===== config.mk =====
export PLATFORM = sky130hd
export DESIGN_NAME = road_priority_signal
export DESIGN_NICKNAME = d
export VERILOG_FILES = /design/src/rtl/rps_pkg.sv /design/src/rtl/rps_phase_timer.sv /design/src/rtl/rps_sequencer.sv /design/src/rtl/road_priority_signal.sv
export SDC_FILE = /design/constraint.sdc
export NUM_CORES = 1
export LEC_CHECK = 0
export ABC_AREA = 1
export BUFFER_PORTS_ARGS = -buffer_cell sky130_fd_sc_hd__buf_2
export CORE_MARGIN = 1
export CORE_UTILIZATION = 40
export DETAILED_ROUTE_END_ITERATION = 10
export GPL_ROUTABILITY_DRIVEN = 0
export PLACE_DENSITY = 0.66
export SLEW_MARGIN = 40
export SYNTH_ARGS = -nofsm -noshare
export SYNTH_HDL_FRONTEND = slang
export SYNTH_SLANG_ARGS = --single-unit

===== constraint.sdc =====
create_clock -name clk -period 3.16 [get_ports clk]
set_clock_uncertainty 0.2 [all_clocks]
set_input_delay 0.632 -clock clk [delete_from_list [all_inputs] [get_ports clk]]
set_output_delay 0.632 -clock clk [all_outputs]
set_load 0.01 [all_outputs]

===== src/rtl/rps_pkg.sv =====
package rps_pkg;

  typedef enum logic [1:0] {
    LAMP_GO      = 2'b00,
    LAMP_CAUTION = 2'b01,
    LAMP_STOP    = 2'b11
  } lamp_t;

  typedef enum logic [1:0] {
    PH_MAIN_GO,
    PH_MAIN_CAUTION,
    PH_SIDE_GO,
    PH_SIDE_CAUTION
  } phase_t;

  // strobes from the sequencer to the phase timer
  typedef struct packed {
    logic advance;
    logic restart;
  } tmr_cmd_t;

endpackage


===== src/rtl/rps_phase_timer.sv =====
module rps_phase_timer #(
  parameter int CNT_W = 6
) (
  input  logic                 clk,
  input  logic                 rst,
  input  rps_pkg::tmr_cmd_t    cmd,
  output logic [CNT_W-1:0]     count
);

  // restart wins over advance so a phase end always leaves zero
  always_ff @(posedge clk) begin
    if (rst) begin
      count <= '0;
    end else if (cmd.restart) begin
      count <= '0;
    end else if (cmd.advance) begin
      count <= count + 1'b1;
    end
  end

endmodule


===== src/rtl/rps_sequencer.sv =====
module rps_sequencer
  import rps_pkg::*;
#(
  parameter int MAIN_TICKS  = 40,
  parameter int SIDE_TICKS  = 20,
  parameter int AMBER_TICKS = 4,
  parameter int CNT_W       = 6
) (
  input  logic             clk,
  input  logic             rst,
  input  logic             tick1s,
  input  logic             sideSensor,
  input  logic [CNT_W-1:0] count,
  output tmr_cmd_t         cmd,
  output lamp_t            mainLamp,
  output lamp_t            sideLamp
);

  localparam logic [CNT_W-1:0] MainLast  = CNT_W'(MAIN_TICKS - 1);
  localparam logic [CNT_W-1:0] SideLast  = CNT_W'(SIDE_TICKS - 1);
  localparam logic [CNT_W-1:0] AmberLast = CNT_W'(AMBER_TICKS - 1);

  phase_t phase, phaseNext;
  logic   qualTick;
  logic   phaseEnd;
  logic [CNT_W-1:0] lastCount;
  lamp_t  mainNext, sideNext;

  always_comb begin
    unique case (phase)
      PH_MAIN_GO:      lastCount = MainLast;
      PH_SIDE_GO:      lastCount = SideLast;
      default:         lastCount = AmberLast;
    endcase
  end

  // in main green only sensor-qualified ticks count; elsewhere every tick
  assign qualTick = tick1s && ((phase != PH_MAIN_GO) || sideSensor);
  assign phaseEnd = qualTick && (count == lastCount);

  assign cmd.advance = qualTick && !phaseEnd;
  assign cmd.restart = phaseEnd;

  always_comb begin
    unique case (phase)
      PH_MAIN_GO:      phaseNext = PH_MAIN_CAUTION;
      PH_MAIN_CAUTION: phaseNext = PH_SIDE_GO;
      PH_SIDE_GO:      phaseNext = PH_SIDE_CAUTION;
      default:         phaseNext = PH_MAIN_GO;
    endcase
  end

  // each road's lamp is derived separately from the phase being entered
  always_comb begin
    mainNext = mainLamp;
    sideNext = sideLamp;
    if (phaseEnd) begin
      unique case (phaseNext)
        PH_MAIN_GO:      begin mainNext = LAMP_GO;      sideNext = LAMP_STOP;    end
        PH_MAIN_CAUTION: begin mainNext = LAMP_CAUTION; sideNext = LAMP_STOP;    end
        PH_SIDE_GO:      begin mainNext = LAMP_STOP;    sideNext = LAMP_GO;      end
        default:         begin mainNext = LAMP_STOP;    sideNext = LAMP_CAUTION; end
      endcase
    end
  end

  always_ff @(posedge clk) begin
    if (rst) begin
      phase    <= PH_MAIN_GO;
      mainLamp <= LAMP_GO;
      sideLamp <= LAMP_STOP;
    end else begin
      if (phaseEnd) phase <= phaseNext;
      mainLamp <= mainNext;
      sideLamp <= sideNext;
    end
  end

endmodule


===== src/rtl/road_priority_signal.sv =====
module road_priority_signal #(
  parameter int MAIN_TICKS  = 40,
  parameter int SIDE_TICKS  = 20,
  parameter int AMBER_TICKS = 4
) (
  input  logic       clk,
  input  logic       rst,
  input  logic       tick1s,
  input  logic       sideSensor,
  output logic [1:0] mainLamp,
  output logic [1:0] sideLamp
);

  localparam int LongestPhase = (MAIN_TICKS > SIDE_TICKS) ?
                                ((MAIN_TICKS > AMBER_TICKS) ? MAIN_TICKS : AMBER_TICKS) :
                                ((SIDE_TICKS > AMBER_TICKS) ? SIDE_TICKS : AMBER_TICKS);
  localparam int CntW = (LongestPhase < 2) ? 1 : $clog2(LongestPhase);

  rps_pkg::tmr_cmd_t timerCmd;
  logic [CntW-1:0]   phaseCount;
  rps_pkg::lamp_t    mainLampQ, sideLampQ;

  rps_sequencer #(
    .MAIN_TICKS (MAIN_TICKS),
    .SIDE_TICKS (SIDE_TICKS),
    .AMBER_TICKS(AMBER_TICKS),
    .CNT_W      (CntW)
  ) u_seq (
    .clk       (clk),
    .rst       (rst),
    .tick1s    (tick1s),
    .sideSensor(sideSensor),
    .count     (phaseCount),
    .cmd       (timerCmd),
    .mainLamp  (mainLampQ),
    .sideLamp  (sideLampQ)
  );

  rps_phase_timer #(
    .CNT_W(CntW)
  ) u_timer (
    .clk  (clk),
    .rst  (rst),
    .cmd  (timerCmd),
    .count(phaseCount)
  );

  assign mainLamp = mainLampQ;
  assign sideLamp = sideLampQ;

endmodule


==> results.json <==
{
  "grt_antenna_before_repair": 0,
  "pin_count": 8,
  "post-cts-setup-buffers": 0,
  "remaining_drc_errors": 0,
  "ys_top_cells_by_area": "sky130_fd_sc_hd__dfxtp_1 (31%), sky130_fd_sc_hd__ha_1 (11%), sky130_fd_sc_hd__nand2_1 (9.5%), sky130_fd_sc_hd__nand3_1 (8.4%), sky130_fd_sc_hd__a21oi_2 (6.1%)",
  "arrival_ns": 1.65,
  "worst_path_required_time_ns": 3.12,
  "synthesis.instances": 88,
  "number_of_drc_markers_in_iteration_0": 11,
  "drive_above_1_share_pct": 33.7,
  "critical_path.reg2reg.endpoint": "u_seq.phase[0]",
  "syn2layout_area_growth_pct": 10.4,
  "vias": 571,
  "startpoint_type": "register",
  "final_antenna_net_count": 0,
  "detailedRoute.firstPassIterationCount": 4,
  "cp-end-kind": "register",
  "cts_buffer_depth": 2,
  "io_buffer_count": 7,
  "hold_path_depth": 2,
  "cts_root_buffer": "sky130_fd_sc_hd__clkbuf_4",
  "placement_rows": 14,
  "synthesis.area_um2": 713,
  "power_leakage_nw": 0.309,
  "power.density_cell_area_nw_per_um2": 321,
  "number_of_global_route_vias_before_repair": 530,
  "wl_per_cell_um": 10.5,
  "timing_hold_violations_final": 0,
  "globalRouteTotalUtil_pct": 14.8,
  "min_from": "u_seq.mainLamp[0]",
  "synthDominantAreaCellType": "sky130_fd_sc_hd__dfxtp_1",
  "max_cap_viol_count": 0,
  "post_cts_resize_count": 0,
  "setup_violations": 0,
  "final_net_count": 109,
  "design.core.area_um2": 1580,
  "synth_cell_types": 23,
  "grt-busiest-layer": "met2",
  "max_clock_freq_mhz": 592,
  "die_w_um": 44.2,
  "cts_buffers": 3,
  "fin_crit_ns": 1.69,
  "finalCritPeriodShare_pct": 53.5,
  "diodes": 0,
  "reg2reg_setup_slack_ns": 1.47,
  "clock_sinks": 11,
  "grtUsageMet2_pct": 21.5,
  "routed_wirelength_mm": 1.20,
  "worst_hold_path_type": "register to register",
  "groute.layer.met3.usage_pct": 2.45,
  "dp_hpwl_um": 932,
  "design.die.area_um2": 1960,
  "yosysSeqAreaShare_pct": 30.9,
  "ys_seq_elements": 11,
  "tritoncts": "built",
  "stdcell_count": 114,
  "clk-insertion-delay-late_ns": 0.26,
  "detail_route.vias_per_cell": 5.01,
  "timing.rr.start": "u_seq.phase[0]",
  "unrepaired_setup_endpoints_after_global_routing": "false",
  "worstHoldEndpoint": "u_seq.mainLamp[0]",
  "slew-limit-headroom_pct": 83.9,
  "count_of_hold_buffers_inserted_by_post_cts_repair": 0,
  "synth.top_cell.area_share_pct": 30.9,
  "die_boundary_height_um": 44.2,
  "grtUsageMet1_pct": 20.4,
  "r2r.worst_path.cells": 8,
  "htreeDepth": 1,
  "ys.warnings.count": 0,
  "grt_start_max_net_pins": 9,
  "cts.clk_slew.worst_paths_ns": 0.07,
  "vdd.ir_drop.worst_v": 0.000252,
  "worst_slew_pin_slew_ns": 0.241,
  "critical_path.max_fanout": 7,
  "post_synthesis_net_count": 98,
  "dp.cells": 110,
  "avgSynthCellArea_um2": 8.10,
  "criticalPathCategory": "register to register",
  "initial_core_util_pct": 45.2,
  "globalRouteOverflowTotal": 0,
  "maxSlewViolCount": 0,
  "finalSetupTns_ns": 0,
  "grt_pass1_wl_mm": 2.11,
  "run_status": "finished, final reports clean"
}
worst max-delay path, stage by stage (launching register included):
cell	delay (ns)
sky130_fd_sc_hd__dfxtp_1	0.36
sky130_fd_sc_hd__inv_1	0.10
sky130_fd_sc_hd__ha_1	0.24
sky130_fd_sc_hd__nand2_2	0.11
sky130_fd_sc_hd__nand3_1	0.09
sky130_fd_sc_hd__nor2_2	0.12
sky130_fd_sc_hd__nand3_2	0.15
sky130_fd_sc_hd__nand2_4	0.16
sky130_fd_sc_hd__o21ai_2	0.06
registers in the layout (all words and copies together) (netlist names):
register	cells
u_seq.mainLamp	1
u_seq.phase	2
u_seq.sideLamp	2
u_timer.count	6
layout make-up:
| cell class | instances | area [um^2] |
|---|---|---|
| repair buffers | 7 | 35.0 |
| flip-flops and latches | 11 | 220 |
| inverters | 10 | 40.0 |
| multi-input cells | 66 | 445 |
| well taps | 16 | 20.0 |
| fillers | 150 | 790 |
| clock buffers | 4 | 26.3 |
synth_stat cells:
library cell              instances
sky130_fd_sc_hd__nand2_1         18
sky130_fd_sc_hd__nand3_1         12
sky130_fd_sc_hd__dfxtp_1         11
sky130_fd_sc_hd__inv_1            7
sky130_fd_sc_hd__ha_1             6
sky130_fd_sc_hd__a21oi_2          5
sky130_fd_sc_hd__nor2_1           3
sky130_fd_sc_hd__nor2_2           3
sky130_fd_sc_hd__xor2_1           3
sky130_fd_sc_hd__a21oi_1          2
sky130_fd_sc_hd__inv_2            2
sky130_fd_sc_hd__nand2_2          2
sky130_fd_sc_hd__nand2_4          2
sky130_fd_sc_hd__nand3_2          2
sky130_fd_sc_hd__or2_2            2
sky130_fd_sc_hd__buf_4            1
sky130_fd_sc_hd__inv_4            1
sky130_fd_sc_hd__nand3_4          1
sky130_fd_sc_hd__nand4_1          1
sky130_fd_sc_hd__nor2_4           1
sky130_fd_sc_hd__o21ai_0          1
sky130_fd_sc_hd__o21ai_2          1
sky130_fd_sc_hd__o21ai_4          1
metal layers:
layer | vias to the layer above | wire length [um]
met5 | - | 0
met4 | 0 | 30
met3 | 4 | 17
met2 | 6 | 501
met1 | 253 | 649
li1 | 308 | -
how the worst max path moves through the flow:
stage,start,slack (ns),to
6_report,u_seq.phase[0],1.47,u_seq.phase[0]
4_1_cts,u_seq.phase[0],1.45,u_seq.phase[0]
2_1_floorplan,u_seq.phase[0],1.62,u_seq.phase[0]
3_3_place_gp,sideSensor,1.47,u_seq.phase[0]
3_5_place_dp,sideSensor,1.44,u_seq.phase[0]
5_1_grt,u_seq.phase[0],1.35,u_timer.count[0]
power breakdown:
part	internal, W	leakage [nW]	switching, W	total, W
registers	0.000140	0.0889	0.00000131	0.000141
logic	0.00000596	0.205	0.0000106	0.0000166
clock network	0.0000488	0.0150	0.0000463	0.0000950
total	0.000195	0.309	0.0000582	0.000253
logic make-up after synthesis:
logic type | share of synthesized area, %
DFF | 30.9
AOI/OAI and AO/OA | 11.8
and+or+nand+nor | 36.5
buffers and inverters | 6.67
xor gates and xnor gates | 3.68
adders and majority gates | 10.5
layout by cell type (no fill, tap or decap):
cell type,count
sky130_fd_sc_hd__nand2_1,18
sky130_fd_sc_hd__nand4_1,1
sky130_fd_sc_hd__nand3_2,2
sky130_fd_sc_hd__clkbuf_1,1
sky130_fd_sc_hd__a21oi_1,2
sky130_fd_sc_hd__buf_2,7
sky130_fd_sc_hd__a21oi_2,5
sky130_fd_sc_hd__xor2_1,3
sky130_fd_sc_hd__dfxtp_1,11
sky130_fd_sc_hd__inv_4,1
sky130_fd_sc_hd__ha_1,6
sky130_fd_sc_hd__nand3_1,12
sky130_fd_sc_hd__nand3_4,1
sky130_fd_sc_hd__or2_2,2
sky130_fd_sc_hd__clkbuf_4,3
sky130_fd_sc_hd__nand2_4,2
sky130_fd_sc_hd__inv_2,2
sky130_fd_sc_hd__nor2_1,3
sky130_fd_sc_hd__inv_1,7
sky130_fd_sc_hd__o21ai_4,1
sky130_fd_sc_hd__o21ai_0,1
sky130_fd_sc_hd__nor2_4,1
sky130_fd_sc_hd__nor2_2,3
sky130_fd_sc_hd__o21ai_2,1
sky130_fd_sc_hd__nand2_2,2
metrics by stage:
stage	power, W	hold WS (ns)	area [um^2]	util, %	worst slack (ns)
final	0.000253	0.263	787	49.9	1.47
after floorplan	0.000156	0.265	713	-	1.62
after detailed placement	0.000161	0.261	761	48.3	1.44
after CTS	0.000253	0.270	787	49.9	1.45
after global routing	0.000265	0.287	787	49.9	1.35
after global placement	0.000160	0.265	761	48.3	1.47
No activity file was read; power rests on OpenSTA's default activity.
